==> src/rtl/ata_strobe_pkg.sv <==
package ata_strobe_pkg;

    localparam int TWORD_W = 32;
    localparam int CNT_W   = 5;

    // Timing word layout, most significant field first.
    typedef struct packed {
        logic       fifo_en;     // 31
        logic       pio_master;  // 30
        logic       dma_en;      // 29
        logic       udma_en;     // 28
        logic [2:0] cmd_setup;   // 27:25
        logic [2:0] dat_setup;   // 24:22
        logic [3:0] udma_rsvd;   // 21:18, not used by this block
        logic [4:0] cmd_low;     // 17:13
        logic [3:0] cmd_high;    // 12:9
        logic [4:0] dat_low;     // 8:4
        logic [3:0] dat_high;    // 3:0
    } tword_t;

    // Counts for one access class.
    typedef struct packed {
        logic [2:0] setup;
        logic [4:0] low;
        logic [3:0] high;
    } phase_cfg_t;

    typedef enum logic [1:0] {
        PH_IDLE,
        PH_SETUP,
        PH_ACT,
        PH_REC
    } phase_t;

    // Active-low strobe pair {read, write} for a phase and direction.
    function automatic logic [1:0] strobes_n(phase_t ph, logic is_wr);
        logic act;
        act = (ph == PH_ACT);
        return {~(act & ~is_wr), ~(act & is_wr)};
    endfunction

endpackage

==> src/rtl/ata_timing_bank.sv <==
module ata_timing_bank
    import ata_strobe_pkg::*;
#(
    parameter  int NDEV  = 2,
    localparam int DEV_W = (NDEV > 1) ? $clog2(NDEV) : 1
) (
    input  logic                clk,
    input  logic                rst,
    input  logic                cfg_we,
    input  logic [DEV_W-1:0]    cfg_dev,
    input  logic [TWORD_W-1:0]  cfg_word,
    input  logic [DEV_W-1:0]    sel_dev,
    output phase_cfg_t          sel_dat,
    output phase_cfg_t          sel_cmd,
    output logic [NDEV-1:0]     udma_en,
    output logic [NDEV-1:0]     dma_en,
    output logic [NDEV-1:0]     pio_master,
    output logic [NDEV-1:0]     fifo_en
);

    tword_t words [NDEV];

    for (genvar d = 0; d < NDEV; d++) begin : g_dev
        tword_t word_q;
        logic   unused_rsvd;

        always_ff @(posedge clk) begin
            if (rst) begin
                word_q <= '0;
            end else if (cfg_we && (cfg_dev == DEV_W'(d))) begin
                word_q <= tword_t'(cfg_word);
            end
        end

        assign words[d]      = word_q;
        assign unused_rsvd   = ^word_q.udma_rsvd;
        assign udma_en[d]    = word_q.udma_en;
        assign dma_en[d]     = word_q.dma_en;
        assign pio_master[d] = word_q.pio_master;
        assign fifo_en[d]    = word_q.fifo_en;
    end

    assign sel_dat = '{setup: words[sel_dev].dat_setup,
                       low:   words[sel_dev].dat_low,
                       high:  words[sel_dev].dat_high};
    assign sel_cmd = '{setup: words[sel_dev].cmd_setup,
                       low:   words[sel_dev].cmd_low,
                       high:  words[sel_dev].cmd_high};

    AST_FLAGS_HOLD: assert property (@(posedge clk) disable iff (rst)
        !cfg_we |=> $stable({udma_en, dma_en, pio_master, fifo_en}));

endmodule

==> src/rtl/ata_phase_seq.sv <==
module ata_phase_seq
    import ata_strobe_pkg::*;
#(
    parameter int LEN_W  = 8,
    parameter int DATA_W = 16
) (
    input  logic              clk,
    input  logic              rst,
    input  logic              eng_reset,
    input  logic              start,
    input  logic              start_cmd,
    input  logic              start_write,
    input  logic [LEN_W-1:0]  start_len,
    input  phase_cfg_t        start_dat,
    input  phase_cfg_t        start_cmd_cfg,
    input  logic [DATA_W-1:0] bus_rdata,
    output logic              idle,
    output logic              rd_n,
    output logic              wr_n,
    output logic              done,
    output logic [DATA_W-1:0] rd_data,
    output logic              rd_valid
);

    phase_t            ph;
    phase_cfg_t        cur;
    phase_cfg_t        pick;
    logic [CNT_W-1:0]  cnt;
    logic [LEN_W-1:0]  left;
    logic              is_wr;
    logic              done_q;
    logic              rdv_q;
    logic [DATA_W-1:0] rdata_q;

    assign pick = start_cmd ? start_cmd_cfg : start_dat;

    always_ff @(posedge clk) begin
        if (rst || eng_reset) begin
            ph      <= PH_IDLE;
            cur     <= '0;
            cnt     <= '0;
            left    <= '0;
            is_wr   <= 1'b0;
            done_q  <= 1'b0;
            rdv_q   <= 1'b0;
            rdata_q <= '0;
        end else begin
            done_q <= 1'b0;
            rdv_q  <= 1'b0;
            unique case (ph)
                PH_IDLE: begin
                    if (start) begin
                        cur   <= pick;
                        is_wr <= start_write;
                        left  <= start_len;
                        if (pick.setup != '0) begin
                            ph  <= PH_SETUP;
                            cnt <= {2'b00, pick.setup} - CNT_W'(1);
                        end else begin
                            ph  <= PH_ACT;
                            cnt <= pick.low;
                        end
                    end
                end
                PH_SETUP: begin
                    if (cnt == '0) begin
                        ph  <= PH_ACT;
                        cnt <= cur.low;
                    end else begin
                        cnt <= cnt - CNT_W'(1);
                    end
                end
                PH_ACT: begin
                    if (cnt == '0) begin
                        ph  <= PH_REC;
                        cnt <= {1'b0, cur.high};
                        if (!is_wr) begin
                            rdata_q <= bus_rdata;
                            rdv_q   <= 1'b1;
                        end
                    end else begin
                        cnt <= cnt - CNT_W'(1);
                    end
                end
                PH_REC: begin
                    if (cnt == '0) begin
                        if (left == '0) begin
                            ph     <= PH_IDLE;
                            done_q <= 1'b1;
                        end else begin
                            left <= left - LEN_W'(1);
                            ph   <= PH_ACT;
                            cnt  <= cur.low;
                        end
                    end else begin
                        cnt <= cnt - CNT_W'(1);
                    end
                end
                default: ph <= PH_IDLE;
            endcase
        end
    end

    assign idle         = (ph == PH_IDLE);
    assign {rd_n, wr_n} = strobes_n(ph, is_wr);
    assign done         = done_q;
    assign rd_valid     = rdv_q;
    assign rd_data      = rdata_q;

    AST_NO_DUAL_STROBE: assert property (@(posedge clk) disable iff (rst)
        rd_n || wr_n);

    AST_DONE_ONE_CLK: assert property (@(posedge clk) disable iff (rst || eng_reset)
        done |=> !done);

    AST_CAPTURE_AFTER_ACT: assert property (@(posedge clk) disable iff (rst || eng_reset)
        rd_valid |-> $past(!rd_n));

    AST_CFG_FROZEN: assert property (@(posedge clk) disable iff (rst || eng_reset)
        (ph != PH_IDLE && $past(ph != PH_IDLE)) |-> $stable(cur));

    AST_ENG_RESET_IDLE: assert property (@(posedge clk) disable iff (rst)
        eng_reset |=> (rd_n && wr_n && idle && !done && !rd_valid));

endmodule

==> src/rtl/ata_strobe_gen.sv <==
module ata_strobe_gen
    import ata_strobe_pkg::*;
#(
    parameter  int NDEV   = 2,
    parameter  int LEN_W  = 8,
    parameter  int DATA_W = 16,
    localparam int DEV_W  = (NDEV > 1) ? $clog2(NDEV) : 1
) (
    input  logic               clk,
    input  logic               rst,
    input  logic               cfg_we,
    input  logic [DEV_W-1:0]   cfg_dev,
    input  logic [TWORD_W-1:0] cfg_word,
    input  logic               eng_reset,
    input  logic               req_valid,
    input  logic [DEV_W-1:0]   req_dev,
    input  logic               req_cmd,
    input  logic               req_write,
    input  logic [LEN_W-1:0]   req_len,
    output logic               req_ready,
    output logic               rd_strobe_n,
    output logic               wr_strobe_n,
    input  logic [DATA_W-1:0]  bus_rdata,
    output logic [DATA_W-1:0]  rd_data,
    output logic               rd_valid,
    output logic               xfer_done,
    output logic [NDEV-1:0]    udma_en,
    output logic [NDEV-1:0]    dma_en,
    output logic [NDEV-1:0]    pio_master,
    output logic [NDEV-1:0]    fifo_en
);

    phase_cfg_t sel_dat;
    phase_cfg_t sel_cmd;
    logic       seq_idle;
    logic       accept;

    assign accept    = req_valid && seq_idle;
    assign req_ready = seq_idle;

    ata_timing_bank #(.NDEV(NDEV)) u_bank (
        .clk        (clk),
        .rst        (rst),
        .cfg_we     (cfg_we),
        .cfg_dev    (cfg_dev),
        .cfg_word   (cfg_word),
        .sel_dev    (req_dev),
        .sel_dat    (sel_dat),
        .sel_cmd    (sel_cmd),
        .udma_en    (udma_en),
        .dma_en     (dma_en),
        .pio_master (pio_master),
        .fifo_en    (fifo_en)
    );

    ata_phase_seq #(.LEN_W(LEN_W), .DATA_W(DATA_W)) u_seq (
        .clk           (clk),
        .rst           (rst),
        .eng_reset     (eng_reset),
        .start         (accept),
        .start_cmd     (req_cmd),
        .start_write   (req_write),
        .start_len     (req_len),
        .start_dat     (sel_dat),
        .start_cmd_cfg (sel_cmd),
        .bus_rdata     (bus_rdata),
        .idle          (seq_idle),
        .rd_n          (rd_strobe_n),
        .wr_n          (wr_strobe_n),
        .done          (xfer_done),
        .rd_data       (rd_data),
        .rd_valid      (rd_valid)
    );

    AST_ACCEPT_BUSY: assert property (@(posedge clk) disable iff (rst)
        (accept && !eng_reset) |=> !req_ready);

endmodule

==> config.mk <==
export PLATFORM = sky130hd
export DESIGN_NAME = ata_strobe_gen
export DESIGN_NICKNAME = d
export VERILOG_FILES = /design/src/rtl/ata_strobe_pkg.sv /design/src/rtl/ata_timing_bank.sv /design/src/rtl/ata_phase_seq.sv /design/src/rtl/ata_strobe_gen.sv
export SDC_FILE = /design/constraint.sdc
export NUM_CORES = 1
export LEC_CHECK = 0
export BUFFER_PORTS_ARGS = -buffer_cell sky130_fd_sc_hd__buf_2
export CORE_ASPECT_RATIO = 1.4
export CORE_UTILIZATION = 49
export CTS_CLUSTER_DIAMETER = 120
export CTS_CLUSTER_SIZE = 25
export DETAILED_ROUTE_END_ITERATION = 7
export PLACE_DENSITY = 0.76
export SETUP_SLACK_MARGIN = 0.1
export SLEW_MARGIN = 25
export SYNTH_ARGS = -nofsm -noshare
export SYNTH_HDL_FRONTEND = slang
export SYNTH_SLANG_ARGS = --single-unit
==> constraint.sdc <==
create_clock -name clk -period 1.8 [get_ports clk]
set_input_delay 0.09 -clock clk [delete_from_list [all_inputs] [get_ports clk]]
set_output_delay 0.09 -clock clk [all_outputs]
set_load 0.01 [all_outputs]
==> metrics <==
CTS clock-pin slew for the worst setup and hold paths 70 ps; Hold WS 0.338 ps; fraction of final layout cells with drive strength greater than 1 0.345; Yosys warnings 0; normalized max-slew margin 0.404; WP buf/inv 4; Worst Setup Path Type register to register; capture point of the worst path u_seq.rd_data[2]; initial drt markers 176; average instance area after synthesis 8.00 µm²; total vias in the final route 4311; flop and latch count out of synthesis 99; Multi-input gate area 2420 µm²; post-route core utilization 0.714; number of fillers in the final layout 618; transition at the pin with the smallest max-transition slack 893 ps; top cells by area in the synthesized netlist sky130_fd_sc_hd__dfxtp_1, sky130_fd_sc_hd__nand2_1, sky130_fd_sc_hd__a21oi_1, sky130_fd_sc_hd__mux4_2, sky130_fd_sc_hd__clkbuf_1; cell class contributing the biggest share of worst-path delay simple AND/OR/NAND/NOR gates; largest stage delay on the critical path 510 ps; most area-hungry cell type in the Yosys netlist sky130_fd_sc_hd__dfxtp_1; Hold Violations, Final 0; Top FF cell, synth sky130_fd_sc_hd__dfxtp_1; fraction of synthesized cell area taken by the top area cell type 0.458; maximum number of pins on one net before global-route repair 57; number of design rule violations left after detail routing 0; setup violation total in the final timing report 25; width of the die 81.4 µm; clock latency reported for the late side of the worst-skew pair 340 ps; Worst Reg2Reg Path Length in Cells 9; gate count after technology mapping 541; global-route congestion overflow total 0; area overhead of the layout relative to synthesis 41.1%; post-synth cell types 50; WL/cell 14.9 µm; Register-to-Register Setup Slack -140 ps; maximum root-to-sink buffer count 2; count of placed standard cells in the final layout, fillers left out 790; startpoint types register; path class of the lowest-slack min-delay path input port to register; WL final 11.8 mm; antenna violations before repair 0; Core Box Area 8560 µm²; CTS tree yes; setup repair after global routing missed its margin yes; Clock Skews 2.90 ps; launching point of the worst reg2reg path u_seq.cnt[0]; maximum VDD drop 946 µV; list of cells traversed by the critical path inv_2 -> ha_4 -> or4b_4 -> buf_6 -> buf_6 -> nor2_4 -> clkbuf_16 -> nand2_1 -> a21oi_1; initial standard-cell utilization of the core 0.506; number of placed instances with taps included 729; Final #Nets 749; library cell used as clock root buffer sky130_fd_sc_hd__clkbuf_16; storage element area 1990 µm²; Critical Path Fanout Max 8; launching instance or port of the critical path u_seq.cnt[0]; Pleak 0.00246 µW; die outline area 9220 µm²; final number of max-transition violations 0; final weighted congestion in routability-driven placement 0.865; count of buffers from port buffering 89; clock period minus final worst setup slack 1940 ps; FP Rows 40; vias per cell 5.46; highest-count cells in the layout ignoring fill and taps sky130_fd_sc_hd__nand2_1, sky130_fd_sc_hd__dfxtp_1, sky130_fd_sc_hd__buf_2, sky130_fd_sc_hd__a21oi_1, sky130_fd_sc_hd__dlygate4sd3_1; all-layer global routing usage 0.252; endpoint class of the critical path register; Power Dens Cells 861 nW/µm²; level count of the clock H-tree 3; sequential share of the synthesized area 0.458; CP Depth 9; First-pass DRT Iterations 5; cell area after layout 6110 µm²; share of flip-flops with an asynchronous set or reset 0; result of the run finished with violations; Boundary Pins 94; Worst Setup Slack, final -141 ps; violations in the final reports setup timing; number of enable-type register cells in the synthesized netlist 0; Worst Path Required 2060 ps; wire length of the first global-routing pass 18.2 mm; upper clock frequency limit 515 MHz; Num Clock Sinks 99; via count of the first global-routing pass 4103; total placed instance area 5070 µm²; antenna-violating nets left 0; commonest non-fill, non-tap cell in the layout sky130_fd_sc_hd__nand2_1; post-route fraction of the period consumed by the critical path 1.08; Die Y 113 µm; most frequent cell on the critical path sky130_fd_sc_hd__buf_6; data arrival at the endpoint of the critical path 2200 ps; CP max-delay cell sky130_fd_sc_hd__or4b_4; combined area of all synthesized cells 4330 µm²; number of antenna cells inserted 0; RR Endpoint u_seq.rd_data[2]; DPL Wire Length 7.17 mm; max-cap viol count 0; setup slack at placement -104 ps; nets in the synthesized netlist 610; total CTS buffers 9
final cells by class:
type / instances / area share
multi-input cells: 390 / 0.397
flip-flops and latches: 99 / 0.326
repair buffers: 172 / 0.201
clock buffers: 10 / 0.0391
well taps: 105 / 0.0215
clock inverters: 6 / 0.0104
inverters: 8 / 0.00492
cells by family (layout without fill, tap and decap cells):
kind of cell | after synthesis | count (layout) | synth area share
DFF | 99 | 99 | 0.458
muxes | 14 | 14 | 0.0671
AOI/OAI and AO/OA | 136 | 136 | 0.179
xor gates and xnor gates | 1 | 1 | 0.00202
adders and majority gates | 4 | 4 | 0.0116
and+or+nand+nor | 235 | 235 | 0.230
buffers and inverters | 52 | 196 | 0.0529
worst min path at each step:
stage / start / end / slack [ps] / depth (start not counted)
6_report: req_len[0] / u_seq.left[0] / 0.3 / 3
3_3_place_gp: bus_rdata[8] / u_seq.rd_data[8] / 330 / 3
4_1_cts: cfg_word[15] / u_bank.g_dev[0].word_q[15] / 0.08 / 3
2_1_floorplan: cfg_word[0] / u_bank.g_dev[0].word_q[0] / 230 / 2
3_5_place_dp: bus_rdata[8] / u_seq.rd_data[8] / 340 / 3
5_1_grt: cfg_word[5] / u_bank.g_dev[0].word_q[5] / 9 / 3
power by group:
group | switching (µW) | internal, µW | leakage, µW
clock | 836 | 1120 | 0.000145
sequential | 49.7 | 2280 | 0.000809
combinational | 503 | 475 | 0.00151
metal layers:
metal  GRT usage  part of all wire  wire length, µm
met2       0.462              0.54             6320
met4       0.108             0.017              206
met5           0                 0                0
met3      0.0492             0.049              578
met1       0.271              0.40             4680
cell usage after synthesis, types with 2 or more instances:
master and instances:
sky130_fd_sc_hd__a311oi_1 2, sky130_fd_sc_hd__nand2b_1 5, sky130_fd_sc_hd__nor2b_1 3, sky130_fd_sc_hd__buf_1 9, sky130_fd_sc_hd__o21ai_0 13, sky130_fd_sc_hd__a21oi_1 93, sky130_fd_sc_hd__o21ai_1 3, sky130_fd_sc_hd__a2bb2oi_1 2
sky130_fd_sc_hd__nand2_1 182, sky130_fd_sc_hd__a31oi_1 2, sky130_fd_sc_hd__o221ai_1 3, sky130_fd_sc_hd__o211ai_1 2, sky130_fd_sc_hd__and2_1 4, sky130_fd_sc_hd__mux4_2 12, sky130_fd_sc_hd__a221oi_1 2, sky130_fd_sc_hd__a22oi_1 2
sky130_fd_sc_hd__o21a_1 2, sky130_fd_sc_hd__ha_1 4, sky130_fd_sc_hd__or4_1 2, sky130_fd_sc_hd__clkbuf_1 24, sky130_fd_sc_hd__nor3_1 4, sky130_fd_sc_hd__nor2_1 18, sky130_fd_sc_hd__dfxtp_1 99, sky130_fd_sc_hd__o22ai_1 3
sky130_fd_sc_hd__nand3_1 3, sky130_fd_sc_hd__mux2i_1 2, sky130_fd_sc_hd__or2_2 2, sky130_fd_sc_hd__buf_2 3, sky130_fd_sc_hd__nor2_2 2, sky130_fd_sc_hd__inv_1 7, sky130_fd_sc_hd__buf_4 8
repair_timing:
action | CTS | global route
pin swaps | 8 | 33
hold buffers | 39 | 0
hold endpoints to repair | 53 | 0
setup buffers | 4 | 1
gates resized for setup | 22 | 55
cloned | 0 | 1
endpoints found under the setup margin | 31 | 42
registers in the layout (all words and copies together), names as in the netlist:
name                 cells
u_seq.rd_valid           1
u_bank.g_dev.word_q     48
u_bank.fifo_en           2
u_bank.dma_en            2
u_bank.pio_master        2
u_seq.done               1
u_seq.ph                 2
u_seq.rd_data           16
u_seq.cur                9
u_bank.udma_en           2
u_seq.is_wr              1
u_seq.cnt                5
u_seq.left               8
metrics by stage:
step	setup TNS (ps)	power (µW)
after floorplan	-115	2850
after global placement	-119	3110
after detailed placement	-1620	3130
after CTS	-230	5170
after global routing	-3180	5450
final	-1710	5260
tightest hold or removal path, cell delays in order:
cell and delay (ps):
sky130_fd_sc_hd__buf_2 100, sky130_fd_sc_hd__nand3_1 50, sky130_fd_sc_hd__a21oi_1 60
No activity file was read; power rests on OpenSTA's default activity.
